==> src/rtl/upl_pkg.sv <==
package upl_pkg;
  localparam int FLD_DATE = 0;
  localparam int FLD_ID   = 4;
  localparam int FLD_CSUM = 8;
  localparam int FLD_END  = 12;

  typedef enum logic [2:0] {
    ST_IDLE, ST_REQ, ST_RSP, ST_WR, ST_DONE, ST_INIT
  } upl_state_e;
endpackage

==> src/rtl/upl_fetch.sv <==
module upl_fetch #(
  parameter int ADDR_W = 32,
  parameter int IDX_W  = 11
) (
  input  logic              clk,
  input  logic              rst_n,
  input  logic              load,
  input  logic [ADDR_W-1:0] base_in,
  input  logic              step,
  output logic [IDX_W-1:0]  idx,
  output logic [ADDR_W-1:0] rd_addr
);
  logic [ADDR_W-1:0] base_q;
  logic [IDX_W-1:0]  idx_q;

  always_ff @(posedge clk or negedge rst_n) begin
    if (!rst_n) begin
      base_q <= '0;
      idx_q  <= '0;
    end else if (load) begin
      base_q <= base_in;
      idx_q  <= '0;
    end else if (step) begin
      idx_q <= idx_q + 1'b1;
    end
  end

  assign idx     = idx_q;
  assign rd_addr = base_q + ADDR_W'(idx_q);
endmodule

==> src/rtl/upl_hdr_cap.sv <==
module upl_hdr_cap import upl_pkg::*; #(
  parameter int IDX_W = 11
) (
  input  logic             clk,
  input  logic             rst_n,
  input  logic             clr,
  input  logic             bvld,
  input  logic [IDX_W-1:0] idx,
  input  logic [7:0]       bdata,
  input  logic [31:0]      local_id,
  output logic [31:0]      date,
  output logic [31:0]      cpu_id,
  output logic [31:0]      csum,
  output logic             id_bad
);
  logic [7:0] hb [FLD_END];

  always_ff @(posedge clk or negedge rst_n) begin
    if (!rst_n) begin
      for (int i = 0; i < FLD_END; i++) hb[i] <= '0;
    end else if (clr) begin
      for (int i = 0; i < FLD_END; i++) hb[i] <= '0;
    end else if (bvld) begin
      for (int i = 0; i < FLD_END; i++)
        if (idx == IDX_W'(i)) hb[i] <= bdata;
    end
  end

  assign date   = {hb[FLD_DATE+3], hb[FLD_DATE+2], hb[FLD_DATE+1], hb[FLD_DATE]};
  assign cpu_id = {hb[FLD_ID+3],   hb[FLD_ID+2],   hb[FLD_ID+1],   hb[FLD_ID]};
  assign csum   = {hb[FLD_CSUM+3], hb[FLD_CSUM+2], hb[FLD_CSUM+1], hb[FLD_CSUM]};

  // Mismatch seen as the top identifier byte arrives; the sequencer gates it.
  assign id_bad = (idx == IDX_W'(FLD_ID + 3)) &&
                  ({bdata, hb[FLD_ID+2], hb[FLD_ID+1], hb[FLD_ID]} != local_id);
endmodule

==> src/rtl/upl_store_wr.sv <==
module upl_store_wr #(
  parameter int IDX_W     = 11,
  parameter int PS_AW     = 11,
  parameter int HDR_BYTES = 48
) (
  input  logic             clk,
  input  logic             rst_n,
  input  logic             cap,
  input  logic [IDX_W-1:0] idx,
  input  logic [7:0]       bdata,
  output logic [PS_AW-1:0] ps_addr,
  output logic [7:0]       ps_data
);
  logic [IDX_W-1:0] rel;
  assign rel = idx - IDX_W'(HDR_BYTES);

  always_ff @(posedge clk or negedge rst_n) begin
    if (!rst_n) begin
      ps_addr <= '0;
      ps_data <= '0;
    end else if (cap) begin
      ps_addr <= PS_AW'(rel);
      ps_data <= bdata;
    end
  end
endmodule

==> src/rtl/upl_seq.sv <==
module upl_seq import upl_pkg::*; #(
  parameter int IDX_W     = 11,
  parameter int IMG_BYTES = 2048,
  parameter int HDR_BYTES = 48
) (
  input  logic             clk,
  input  logic             rst_n,
  input  logic             trig_we,
  input  logic [IDX_W-1:0] idx,
  input  logic             id_bad,
  input  logic             rd_req_ready,
  input  logic             rd_rsp_valid,
  input  logic             ps_ready,
  output logic             load,
  output logic             step,
  output logic             cap,
  output logic             hdr_vld,
  output logic             rd_req_valid,
  output logic             rd_rsp_ready,
  output logic             ps_valid,
  output logic             busy,
  output logic             done,
  output logic             init_start,
  output logic             id_err
);
  upl_state_e st, nxt;
  logic in_pay, last, err_set, err_q;

  assign in_pay  = idx >= IDX_W'(HDR_BYTES);
  assign last    = idx == IDX_W'(IMG_BYTES - 1);
  assign hdr_vld = (st == ST_RSP) && rd_rsp_valid && !in_pay;

  always_comb begin
    nxt     = st;
    load    = 1'b0;
    step    = 1'b0;
    cap     = 1'b0;
    err_set = 1'b0;
    unique case (st)
      ST_IDLE: if (trig_we) begin load = 1'b1; nxt = ST_REQ; end
      ST_REQ:  if (rd_req_ready) nxt = ST_RSP;
      ST_RSP:
        if (rd_rsp_valid) begin
          if (in_pay) begin
            cap = 1'b1;
            nxt = ST_WR;
          end else if (id_bad) begin
            err_set = 1'b1;
            nxt     = ST_IDLE;
          end else begin
            step = 1'b1;
            nxt  = ST_REQ;
          end
        end
      ST_WR:
        if (ps_ready) begin
          if (last) nxt = ST_DONE;
          else begin step = 1'b1; nxt = ST_REQ; end
        end
      ST_DONE: nxt = ST_INIT;
      ST_INIT: nxt = ST_IDLE;
      default: nxt = ST_IDLE;
    endcase
  end

  always_ff @(posedge clk or negedge rst_n) begin
    if (!rst_n) begin
      st    <= ST_IDLE;
      err_q <= 1'b0;
    end else begin
      st <= nxt;
      if (load)         err_q <= 1'b0;
      else if (err_set) err_q <= 1'b1;
    end
  end

  assign rd_req_valid = (st == ST_REQ);
  assign rd_rsp_ready = (st == ST_RSP);
  assign ps_valid     = (st == ST_WR);
  assign busy         = (st != ST_IDLE);
  assign done         = (st == ST_DONE);
  assign init_start   = (st == ST_INIT);
  assign id_err       = err_q;

  AST_REQ_HOLD: assert property (@(posedge clk) disable iff (!rst_n)
    rd_req_valid && !rd_req_ready |=> rd_req_valid);
  AST_ERR_STAYS_IDLE: assert property (@(posedge clk) disable iff (!rst_n)
    id_err && !trig_we |=> id_err);
endmodule

==> src/rtl/ucode_patch_loader.sv <==
module ucode_patch_loader import upl_pkg::*; #(
  parameter int ADDR_W    = 32,
  parameter int IMG_BYTES = 2048,
  parameter int HDR_BYTES = 48,
  localparam int PAY_BYTES = IMG_BYTES - HDR_BYTES,
  localparam int IDX_W     = $clog2(IMG_BYTES),
  localparam int PS_AW     = $clog2(PAY_BYTES)
) (
  input  logic              clk,
  input  logic              rst_n,
  input  logic              trig_we,
  input  logic [ADDR_W-1:0] trig_addr,
  input  logic [31:0]       local_id,
  output logic              rd_req_valid,
  input  logic              rd_req_ready,
  output logic [ADDR_W-1:0] rd_req_addr,
  input  logic              rd_rsp_valid,
  output logic              rd_rsp_ready,
  input  logic [7:0]        rd_rsp_data,
  output logic              ps_valid,
  input  logic              ps_ready,
  output logic [PS_AW-1:0]  ps_addr,
  output logic [7:0]        ps_data,
  output logic              busy,
  output logic              done,
  output logic              init_start,
  output logic              id_err,
  output logic [31:0]       hdr_date,
  output logic [31:0]       hdr_cpu_id,
  output logic [31:0]       hdr_csum
);
  logic             load, step, cap, hdr_vld, id_bad;
  logic [IDX_W-1:0] idx;

  upl_fetch #(.ADDR_W(ADDR_W), .IDX_W(IDX_W)) u_fetch (
    .clk(clk), .rst_n(rst_n), .load(load), .base_in(trig_addr),
    .step(step), .idx(idx), .rd_addr(rd_req_addr)
  );

  upl_hdr_cap #(.IDX_W(IDX_W)) u_hdr (
    .clk(clk), .rst_n(rst_n), .clr(load), .bvld(hdr_vld), .idx(idx),
    .bdata(rd_rsp_data), .local_id(local_id), .date(hdr_date),
    .cpu_id(hdr_cpu_id), .csum(hdr_csum), .id_bad(id_bad)
  );

  upl_store_wr #(.IDX_W(IDX_W), .PS_AW(PS_AW), .HDR_BYTES(HDR_BYTES)) u_wr (
    .clk(clk), .rst_n(rst_n), .cap(cap), .idx(idx), .bdata(rd_rsp_data),
    .ps_addr(ps_addr), .ps_data(ps_data)
  );

  upl_seq #(.IDX_W(IDX_W), .IMG_BYTES(IMG_BYTES), .HDR_BYTES(HDR_BYTES)) u_seq (
    .clk(clk), .rst_n(rst_n), .trig_we(trig_we), .idx(idx), .id_bad(id_bad),
    .rd_req_ready(rd_req_ready), .rd_rsp_valid(rd_rsp_valid), .ps_ready(ps_ready),
    .load(load), .step(step), .cap(cap), .hdr_vld(hdr_vld),
    .rd_req_valid(rd_req_valid), .rd_rsp_ready(rd_rsp_ready), .ps_valid(ps_valid),
    .busy(busy), .done(done), .init_start(init_start), .id_err(id_err)
  );

  AST_REQ_ADDR_STABLE: assert property (@(posedge clk) disable iff (!rst_n)
    rd_req_valid && !rd_req_ready |=> $stable(rd_req_addr));
  AST_PS_HOLD: assert property (@(posedge clk) disable iff (!rst_n)
    ps_valid && !ps_ready |=> ps_valid && $stable(ps_addr) && $stable(ps_data));
  AST_PS_RANGE: assert property (@(posedge clk) disable iff (!rst_n)
    ps_valid |-> ps_addr < PS_AW'(PAY_BYTES));
  AST_INIT_AFTER_DONE: assert property (@(posedge clk) disable iff (!rst_n)
    done |=> init_start && busy);
  AST_NO_WRITE_ON_ERR: assert property (@(posedge clk) disable iff (!rst_n)
    id_err |-> !ps_valid && !done);
endmodule

==> config.mk <==
export PLATFORM = sky130hd
export DESIGN_NAME = ucode_patch_loader
export DESIGN_NICKNAME = d
export VERILOG_FILES = /design/src/rtl/upl_pkg.sv /design/src/rtl/upl_fetch.sv /design/src/rtl/upl_hdr_cap.sv /design/src/rtl/upl_store_wr.sv /design/src/rtl/upl_seq.sv /design/src/rtl/ucode_patch_loader.sv
export SDC_FILE = /design/constraint.sdc
export NUM_CORES = 1
export LEC_CHECK = 0
export ABC_AREA = 1
export ABC_CLOCK_PERIOD_IN_PS = 6490
export BUFFER_PORTS_ARGS = -buffer_cell sky130_fd_sc_hd__buf_4
export CAP_MARGIN = 15
export CORE_ASPECT_RATIO = 0.7
export CORE_UTILIZATION = 45
export CTS_BUF_LIST = sky130_fd_sc_hd__clkbuf_16
export DETAILED_ROUTE_END_ITERATION = 8
export PLACE_DENSITY = 0.76
export SETUP_SLACK_MARGIN = 0.4
export SYNTH_ARGS = -nofsm -noshare
export SYNTH_HDL_FRONTEND = slang
export SYNTH_SLANG_ARGS = --single-unit
export TNS_END_PERCENT = 30
==> constraint.sdc <==
create_clock -name clk -period 6.49 [get_ports clk]
set_clock_uncertainty 0.15 [all_clocks]
set_input_delay 0.3245 -clock clk [delete_from_list [all_inputs] [get_ports clk]]
set_output_delay 0.3245 -clock clk [all_outputs]
set_load 0.1 [all_outputs]
==> results of run 1 <==
## state kept, by name, indices dropped and copies added (netlist names)
name            count
u_seq.st            3
u_fetch.idx        11
u_fetch.base_q     32
u_seq.id_err        1
u_hdr.cpu_id       32
u_hdr.csum         32
u_wr.ps_addr       11
u_hdr.date         32
u_wr.ps_data        8
## synthesized netlist by cell type, drive strengths merged (10+ instances only)
| library cell | number | area (µm²) |
|---|---|---|
| a21oi | 14 | 70.1 |
| buf | 30 | 229 |
| clkbuf | 10 | 37.5 |
| dfrtp | 162 | 4050 |
| ha | 17 | 213 |
| inv | 66 | 248 |
| nand2 | 360 | 1350 |
| nand3 | 34 | 190 |
| nand4 | 19 | 119 |
| nor2 | 71 | 312 |
| nor3 | 14 | 92.6 |
| o21ai | 125 | 768 |
| xnor2 | 36 | 315 |
| xor2 | 26 | 228 |
## worst reg2reg max path: stages, from the launching register on
cell	delay (ns)
dfrtp_1	0.49
ha_1	0.37
nand2_1	0.09
nor2_1	0.21
nand3_1	0.15
nor2_1	0.20
nor2_1	0.08
nand2_1	0.36
nand2_1	0.37
nand3_1	0.18
nand2_1	0.07
## timing repair
action / in CTS / in global routing
endpoints found under the setup margin: 0 / 0
endpoints found under the hold margin: 150 / 0
setup buffers: 0 / 0
hold buffers: 39 / 0
gates resized for setup: 0 / 0
## routing by layer
layer  wire length [µm]  GRT usage, %
met5                  0             0
met4                498          9.11
met3               1860          6.16
met1              11100          37.2
met2              10700          38.2
## layout make-up
class | instances | share of cell area [%]
sequential | 162 | 36.6
multi-input combinational | 726 | 33.9
timing repair buffer | 273 | 19.6
clock buffer | 17 | 3.85
tap | 236 | 2.67
inverter | 66 | 2.24
clock inverter | 14 | 1.18
## through the flow
stage               area, µm²  util (%)  std cells
global route            11100      61.3       1494
floorplan                8310         -        994
detailed placement      10100      55.9       1423
finish                  11100      61.3       1494
global placement        10100      55.9       1423
CTS                     11000      61.1       1493
## logic make-up after synthesis
group                      Yosys count  synth area share (%)
buffers and inverters              106                  6.19
xor gates and xnor gates            62                  6.53
adders and majority gates           18                  2.80
DFF                                162                  48.8
AOI/OAI and AO/OA                  146                  10.7
and+or+nand+nor                    500                  25.0
## final timing paths
path,slack (ns),to,cells after the start
hold reg to reg,0.33,u_wr.ps_data[0]$_DFFE_PN0P_,2
hold / removal,0.02,u_wr.ps_data[7]$_DFFE_PN0P_,3
min in group asynchronous,0.48,u_fetch.base_q[10]$_DFFE_PN0P_,2
max in group asynchronous,4.46,u_hdr.csum[31]$_DFFE_PN0P_,3
setup reg to reg,3.67,u_fetch.idx[5]$_DFFE_PN0P_,10
setup / recovery,2.67,rd_req_addr[22],9
## cells in the final DEF (no fill, tap or decap), drive strengths merged, types with 2 or more instances in the layout
cell	instances
dfrtp	162
nand4	19
clkinv	6
inv	71
xor2	26
a31oi	2
clkbuf	17
dlygate4sd3	39
o21ai	125
clkinvlp	2
a21oi	14
nor3	14
nor2	71
nand3	34
xnor2	36
buf	234
a21boi	2
nand2	360
ha	17
==> impl_metrics.tcl, run 1 <==
set metrics [dict create \
    layout.nets 1342 \
    worstHoldPathType "in -> reg" \
    slew_headroom_pct 29.8 \
    drive_gt1_share_pct 26.1 \
    fillers 1606 \
    fp.dieW_um 164 \
    grt_max_degree 114 \
    cts.reportedPaths.clkPinSlew_ns 0.06 \
    drv_slew 0 \
    grt_remaining_overflow 0 \
    diodes 0 \
    wl_um 24200 \
    drt_iter0_drc 655 \
    maxCapViolCount 0 \
    synth.distinct_cells 33 \
    drt_first_pass_iters 6 \
    cts.sinks 162 \
    syn_to_final_growth_pct 33.0 \
    crit_chain "ha_1 > fa_1 > nand3_1 > nand2_1 > a21boi_0 > o21ai_0 > nand2_1 > xor2_1 > buf_4" \
    synth_nets 1090 \
    crit_top_cell "nand2_1" \
    critPathLaunchType "flip-flop" \
    place_ws_ns 2.77 \
    place_hpwl_um 17200 \
    cp-end-kind "output port" \
    regArea_mm2 0.00405 \
    path_class "reg -> out" \
    htreeDepth 4 \
    netlist_instances 994 \
    yosys_warnings 0 \
    cts_buffers 17 \
    portBuffers 231 \
    crit_slowest_cell "dfrtp_1" \
    worst-path-max-fanout 7 \
    drc 0 \
    hold_viol 0 \
    ant_nets 0 \
    fin_ws_ns 2.67 \
    initial_core_util_pct 46.0 \
    yosys_most_used_dff "dfrtp_1" \
    grt_pass1_vias 7176 \
    rsz0062_at_grt "false" \
    core_mm2 0.0181 \
    gp_congestion 0.931 \
    rr_startpoint "u_fetch.idx[1]$_DFFE_PN0P_" \
    synth.avg_cell_area_um2 8.36 \
    cp_num_buf_inv 1 \
    antenna_found_initial 0 \
    synth_seq_area_share_pct 48.8 \
    cpLargestDelayFamily "compound AO/OA/AOI/OAI gates" \
    synth-edff-count 0 \
    setup.worst_path.start "u_fetch.idx[0]$_DFFE_PN0P_" \
    finalSetupViolations 0 \
    async_flop_share_pct 100 \
    grt_usage_pct 25.9 \
    clkLatencyLatePin_ns 0.43 \
    critPathMaxStageDelay_ns 0.47 \
    arrival_ns 3.35 \
    period_needed_ns 3.82 \
    cts_tree "built" \
    grt_first_pass_wirelength_um 37400 \
    hold_path.startpoint "rd_rsp_data[7]" \
    multi_input_area_mm2 0.00375 \
    die_h_um 116 \
    placementRows 41 \
    routedWlPerCell_um 16.2 \
    fmax_mhz 262 \
    required_ns 6.02 \
    worstMarginPinSlew_ns 1.05 \
    cts_max_path_buffers 2 \
    ios 232 \
    ys_ff_latch 162 \
    period_share_pct 58.9 \
    die_area_mm2 0.0190 \
    vias 7576 \
    drt-vias-per-instance 5.07 \
    root_buffer "clkbuf_16" \
    whs_ns 0.0201 \
    netlist_area_mm2 0.00831 \
    outcome "finished, final reports clean" \
    setup-tns-final_ns 0 \
]
Power of run 1 is not shown: default switching activity piles up to over one toggle a cycle in this logic, so the estimate is an artifact.
==> run 2, diff against run 1 <==
--- a/config.mk
+++ b/config.mk
@@ -5,15 +5,15 @@
 export SDC_FILE = /design/constraint.sdc
 export NUM_CORES = 1
 export LEC_CHECK = 0
-export ABC_AREA = 1
-export ABC_CLOCK_PERIOD_IN_PS = 6490
+export ABC_AREA = 0
+export ABC_CLOCK_PERIOD_IN_PS = 3400
 export BUFFER_PORTS_ARGS = -buffer_cell sky130_fd_sc_hd__buf_4
 export CAP_MARGIN = 15
 export CORE_ASPECT_RATIO = 0.7
 export CORE_UTILIZATION = 45
 export CTS_BUF_LIST = sky130_fd_sc_hd__clkbuf_16
 export DETAILED_ROUTE_END_ITERATION = 8
-export PLACE_DENSITY = 0.76
+export PLACE_DENSITY = 0.79
 export SETUP_SLACK_MARGIN = 0.4
 export SYNTH_ARGS = -nofsm -noshare
 export SYNTH_HDL_FRONTEND = slang
==> constraint.sdc (replaced) <==
create_clock -name clk -period 3.4 [get_ports clk]
set_clock_uncertainty 0.15 [all_clocks]
set_input_delay 0.17 -clock clk [delete_from_list [all_inputs] [get_ports clk]]
set_output_delay 0.17 -clock clk [all_outputs]
set_load 0.1 [all_outputs]
==> run 2 against run 1 <==
  * Design area rose by 11%
  * Flip-flop and latch count did not move
  * Synthesized cell count fell by 18%
  * Sequential share of layout area fell by 3.4 points
  * Non-clock buffer count rose by 44
  * Critical path depth rose by 1
  * Core utilization rose by 6.8 points
  * Clock-buffer cell count did not move
  * Wire length rose by 5.4%
  * Worst setup slack got worse by 2.3 ns
==> impl_metrics.tcl, run 2 <==
set metrics [dict create \
    outcome "finished, final reports clean" \
    htreeDepth 4 \
    routedWlPerCell_um 18.7 \
    muxShareOfSynthArea_pct 13.2 \
    async_flop_share_pct 100 \
    synth.largest_area_cell "dfrtp_1" \
    cp-end-kind "output port" \
    grt_usage_pct 27.0 \
    path_class "reg -> out" \
    cts_buffers 17 \
    crit_slowest_cell "dfrtp_1" \
    drt-vias-per-instance 5.41 \
    worstMarginPinSlew_ns 0.866 \
    portBuffers 231 \
    placementRows 41 \
    ant_nets 0 \
    wl_um 25500 \
    r2r_end "u_hdr.date[5]$_DFFE_PN0P_" \
    fp.dieW_um 164 \
    holdPathEnd "u_hdr.cpu_id[5]$_DFFE_PN0P_" \
    yosys_warnings 0 \
    cts.reportedPaths.clkPinSlew_ns 0.07 \
    maxCapViolCount 0 \
    initial_core_util_pct 46.0 \
    internal-power_w 0.00499 \
    layout.nets 1208 \
    gp_congestion 0.889 \
    cts.sinks 162 \
    critPathMaxStageDelay_ns 0.41 \
    critPathLaunchType "flip-flop" \
    dpl_cell_area_mm2 0.0104 \
    worst-path-max-fanout 5 \
    ios 232 \
    worstHoldPathType "in -> reg" \
    grt_pass1_vias 6965 \
    clkLatencyLatePin_ns 0.43 \
    drc 0 \
    crit_chain "ha_4 > fa_2 > a21oi_4 > o21ai_2 > o211ai_1 > buf_4 > a211o_4 > nor3b_4 > xor2_2 > buf_12" \
    synthAdderAreaFrac_pct 2.81 \
    synth.distinct_cells 59 \
    netlist_instances 816 \
    period_needed_ns 3.05 \
    root_buffer "clkbuf_16" \
    seq_power_share_pct 24.9 \
    yosys.area_share.simple_pct 19.8 \
    synth.avg_cell_area_um2 10.1 \
    pwr-share-clk_pct 17.0 \
    netlist_area_mm2 0.00827 \
    fin_area_mm2 0.0122 \
    reg2reg_slack_ns 0.37 \
    syn_to_final_growth_pct 48.0 \
    cts_max_path_buffers 2 \
    place_hpwl_um 16700 \
    yosys-top-cells-count "162 x dfrtp_1, 120 x nand2_1, 119 x nor2_1, 98 x mux2i_1, 45 x xor2_1" \
    slew_headroom_pct 42.3 \
    yosys.cell_count.top_type "dfrtp_1" \
    period_share_pct 89.7 \
    grt_remaining_overflow 0 \
    rr_startpoint "u_fetch.idx[6]$_DFFE_PN0P_" \
    synth-edff-count 0 \
    final_cell_mix "249 x buf_4, 151 x dfrtp_1, 119 x nand2_1" \
    power_w 0.0107 \
    ff2ff_path_depth 7 \
    hold_viol 0 \
    synth_top_family_by_area "simple AND/OR/NAND/NOR gates" \
    vias 7360 \
    die_area_mm2 0.0189 \
    core_mm2 0.0180 \
    cp_num_buf_inv 2 \
    cts_tree "built" \
    fillers 1340 \
    power_switching_w 0.00570 \
    fmax_mhz 328 \
    cpLargestDelayFamily "compound AO/OA/AOI/OAI gates" \
    required_ns 3.08 \
    fin_ws_ns 0.350 \
    finalSetupViolations 0 \
    yosys_most_used_dff "dfrtp_1" \
    synth.area.top_cells "dfrtp_1 49%, mux2i_1 12%, nand2_1 5.4%" \
    grt_max_degree 90 \
    vdd_drop_max_mv 1.46 \
    layout_commonest_cell "buf_4" \
    synth_compound_area_share_pct 5.16 \
    synthXorXnorAreaFrac_pct 7.41 \
    hold_path.startpoint "rd_rsp_data[5]" \
    drive_gt1_share_pct 36.1 \
    diodes 0 \
    yosysTopAreaCellShare_pct 49.0 \
    power_frac_comb_pct 58.1 \
    drt_first_pass_iters 5 \
    grt_first_pass_wirelength_um 38600 \
    drv_slew 0 \
    die_h_um 115 \
    hold_depth 3 \
    place_ws_ns 0.291 \
    switching_share_pct 53.3 \
    synth_nets 912 \
    synth_seq_area_share_pct 49.0 \
    drt_iter0_drc 634 \
    p_per_area_mw_per_mm2 872 \
    leakagePower_nw 6.77 \
    ys_ff_latch 162 \
    antenna_found_initial 0 \
    arrival_ns 2.73 \
    rsz0062_at_grt "true" \
]
## run 2: cell types whose count changed in the layout (fill, tap and decap cells not counted), moves of 11 or more
cell / delta
dfrtp_1: -11
buf_12: +12
inv_1: -49
mux2i_1: +98
nor2_1: +62
buf_4: +17
dfrtp_2: +11
nand3_1: -16
o21ai_2: -36
o21ai_1: -35
nor2_2: -15
o21ai_0: -34
xnor2_1: -23
nand2_1: -240
## run 2: through the flow
stage	hold slack (ns)	TNS, ns	instances	utilization [%]
after floorplan	-0.276	-0.126	816	-
after CTS	0.000377	0	1347	65.4
final	0.0152	0	1361	68.0
after global placement	0.148	0	1259	58.0
after detailed placement	0.136	0	1259	58.0
after global routing	0.00391	0	1361	68.0
## run 2: cell type report
type	instances	area (µm²)	area share, %
repair buffers	317	2720	22.2
clock buffers	17	425	3.47
inverters	13	48.8	0.398
multi-input cells	601	4560	37.2
well taps	236	295	2.41
flip-flops and latches	162	4070	33.2
clock inverters	15	125	1.02
## run 2: kinds of logic (layout without fill, tap and decap cells)
| group | Yosys count | after routing |
|---|---|---|
| buffers and inverters | 54 | 362 |
| adders and majority gates | 18 | 18 |
| and+or+nand+nor | 341 | 341 |
| DFF | 162 | 162 |
| muxes | 108 | 108 |
| AOI/OAI and AO/OA | 63 | 64 |
| xor gates and xnor gates | 70 | 70 |
## run 2: how the worst max path moves through the flow
stage | start | cells after the start | endpoint | slack, ns
3_5_place_dp | u_fetch.idx[0]$_DFFE_PN0P_ | 9 | rd_req_addr[28] | 0.29
6_report | u_fetch.base_q[0]$_DFFE_PN0P_ | 10 | rd_req_addr[26] | 0.35
4_1_cts | u_fetch.base_q[0]$_DFFE_PN0P_ | 10 | rd_req_addr[26] | 0.36
3_3_place_gp | u_fetch.idx[0]$_DFFE_PN0P_ | 9 | rd_req_addr[28] | 0.40
2_1_floorplan | u_seq.st[0]$_DFFE_PN0P_ | 3 | u_seq.st[1]$_DFFE_PN0P_ | -0.08
5_1_grt | u_fetch.base_q[0]$_DFFE_PN0P_ | 10 | rd_req_addr[30] | 0.24
## run 2: power by group through the flow
stage	Combinational, W	Clock [W]	Sequential, W
floorplan	0.00357	0	0.00330
global placement	0.00539	0	0.00264
detailed placement	0.00545	0	0.00265
CTS	0.00579	0.00184	0.00262
global route	0.00648	0.00193	0.00270
finish	0.00621	0.00182	0.00266
## run 2: worst min-delay path: cells and delay by family
kind                   cells  cell delay, ns
AND/OR/NAND/NOR            1            0.05
buffers and inverters      1            0.19
multiplexers               1            0.14
## run 2: timing repair
item	in CTS	in global routing
pin swaps	13	16
endpoints found under the hold margin	143	1
cloned	2	0
resized for setup	58	70
endpoints found under the setup margin	24	119
hold buffers	40	1
buffers inserted	14	13
## run 2: per-layer routing
| layer | vias to the layer above | part of all wire [%] | global-route usage, % |
|---|---|---|---|
| met3 | 20 | 9.2 | 9.48 |
| li1 | 3376 | - | - |
| met1 | 3651 | 43 | 36.8 |
| met4 | 0 | 0.82 | 6.30 |
| met2 | 313 | 47 | 41.3 |
| met5 | - | 0 | 0 |
(Power assumes the default switching activity.)
==> run 3, diff against run 2 <==
--- a/config.mk
+++ b/config.mk
@@ -14,6 +14,7 @@
 export CTS_BUF_LIST = sky130_fd_sc_hd__clkbuf_16
 export DETAILED_ROUTE_END_ITERATION = 8
 export PLACE_DENSITY = 0.79
+export REMOVE_ABC_BUFFERS = 1
 export SETUP_SLACK_MARGIN = 0.4
 export SYNTH_ARGS = -nofsm -noshare
 export SYNTH_HDL_FRONTEND = slang
==> run 3 against run 2 <==
  * Critical path type unchanged
  * Critical path depth unchanged
  * Worst setup slack worse by 0.080 ns
  * Clock-buffer cell count unchanged
  * Power down 2.4%
  * Core utilization down 2.0 points
  * Worst hold slack better by 0.0035 ns
  * Non-clock buffer count down 7
  * Via count up 0.26%
  * Cell count down 0.51%
  * Wire length up 2.6%
==> impl_metrics.tcl, run 3 (synthesized netlist as in run 2, its figures left out) <==
set metrics [dict create \
    fin_area_mm2 0.0119 \
    initial_core_util_pct 46.0 \
    die_h_um 115 \
    antenna_found_initial 0 \
    diodes 0 \
    htreeDepth 4 \
    arrival_ns 2.81 \
    core_mm2 0.0180 \
    fmax_mhz 319 \
    grt_max_degree 110 \
    worstMarginPinSlew_ns 1.02 \
    hold_viol 0 \
    layout.nets 1201 \
    routedWlPerCell_um 19.3 \
    outcome "finished, final reports clean" \
    drt-vias-per-instance 5.45 \
    grt_first_pass_wirelength_um 38400 \
    dp_cells 1255 \
    ff2ff_path_depth 9 \
    fillers 1315 \
    vias 7379 \
    reg2reg_slack_ns 0.50 \
    grt_usage_pct 26.6 \
    place_hpwl_um 16600 \
    drive_gt1_share_pct 34.1 \
    multi_input_area_mm2 0.00437 \
    path_class "reg -> out" \
    required_ns 3.08 \
    drt_iter0_drc 865 \
    cts_tree "built" \
    met1_usage_pct 36.6 \
    finalSetupViolations 0 \
    dpl_cell_area_mm2 0.0103 \
    cts.sinks 162 \
    clkLatencyLatePin_ns 0.42 \
    placementRows 41 \
    rsz0062_at_grt "true" \
    grt_pass1_vias 6961 \
    ant_nets 0 \
    gr-usage-met3_pct 7.87 \
    cp-end-kind "output port" \
    cts.reportedPaths.clkPinSlew_ns 0.07 \
    hold_depth 3 \
    slew_headroom_pct 32.3 \
    portBuffers 231 \
    layout.cells.non_filler 1354 \
    gp_congestion 0.952 \
    drv_slew 0 \
    drc 0 \
    period_share_pct 92.1 \
    die_area_mm2 0.0189 \
    fp.dieW_um 164 \
    ios 232 \
    grt_remaining_overflow 0 \
    worstHoldPathType "in -> reg" \
    cts_max_path_buffers 2 \
    grt_use_met2_pct 40.5 \
    p_per_area_mw_per_mm2 877 \
    syn_to_final_growth_pct 43.7 \
    worst-path-max-fanout 5 \
    final_cell_mix "241 x buf_4, 154 x dfrtp_1, 120 x nand2_1" \
    maxCapViolCount 0 \
    critPathLaunchType "flip-flop" \
    period_needed_ns 3.13 \
    root_buffer "clkbuf_16" \
    leakagePower_nw 6.58 \
    drt_first_pass_iters 5 \
    cts_buffers 17 \
    layout_commonest_cell "buf_4" \
    regArea_mm2 0.00406 \
    wl_um 26100 \
    vdd_drop_max_mv 1.28 \
    grt_busiest_layer "met2" \
]
run 3: cell count changes in the layout (fill, tap and decap cells not counted), sizes merged:
| cell | previous run | this run |
|---|---|---|
| buf | 276 | 270 |
| clkinv | 4 | 7 |
| inv | 21 | 18 |
| dlygate4sd3 | 41 | 40 |
run 3: where the power goes:
group	total (W)	switching, W	internal (W)
Combinational	0.00602	0.00443	0.00159
Sequential	0.00265	0.000391	0.00226
Clock	0.00176	0.000822	0.000940
run 3: worst max-delay path, cell delays in order (launching register included):
cell and delay (ns):
dfrtp_2 0.42, buf_6 0.13, ha_4 0.26, o21ai_2 0.06, a21oi_2 0.17, o211ai_1 0.10
buf_4 0.17, a211o_4 0.37, nor3b_2 0.20, xor2_1 0.24, buf_6 0.26
run 3: layout make-up:
type | instances | area share, %
multi-input cells | 601 | 36.7
flip-flops and latches | 162 | 34.2
repair buffers | 310 | 21.7
clock buffers | 17 | 3.58
well taps | 236 | 2.48
clock inverters | 15 | 0.926
inverters | 13 | 0.410
run 3: metal layers:
layer,vias to the layer above,share of wire [%]
met1,3565,43
met4,0,2.3
met3,66,9.0
met2,382,46
met5,-,0
li1,3366,-
run 3: what timing repair did:
item | CTS | global route
cloned | 1 | 1
resized for setup | 36 | 56
hold buffers | 40 | 0
buffers inserted | 13 | 12
setup endpoints to repair | 23 | 120
pin swaps | 16 | 22
hold endpoints to repair | 168 | 0
run 3: through the flow:
step / hold slack [ns] / power [W] / setup TNS (ns) / util [%] / setup slack (ns)
floorplan: -0.276 / 0.00671 / -223.00 / - / -1.73
global placement: 0.215 / 0.00795 / 0 / 57.1 / 0.451
detailed placement: 0.218 / 0.00800 / 0 / 57.1 / 0.380
CTS: 0.00217 / 0.0100 / 0 / 63.8 / 0.305
global route: 0.00624 / 0.0108 / 0 / 66.0 / 0.220
finish: 0.0188 / 0.0104 / 0 / 66.0 / 0.270
run 3: worst paths after layout:
path | startpoint | to
setup / recovery | u_fetch.idx[6]$_DFFE_PN0P_ | rd_req_addr[26]
hold / removal | rd_rsp_data[5] | u_hdr.csum[29]$_DFFE_PN0P_
setup reg to reg | u_fetch.idx[7]$_DFFE_PN0P_ | u_hdr.csum[14]$_DFFE_PN0P_
hold reg to reg | u_wr.ps_addr[9]$_DFFE_PN0P_ | u_wr.ps_addr[9]$_DFFE_PN0P_
max in group asynchronous | rst_n | u_hdr.cpu_id[27]$_DFFE_PN0P_
min in group asynchronous | rst_n | u_hdr.cpu_id[17]$_DFFE_PN0P_
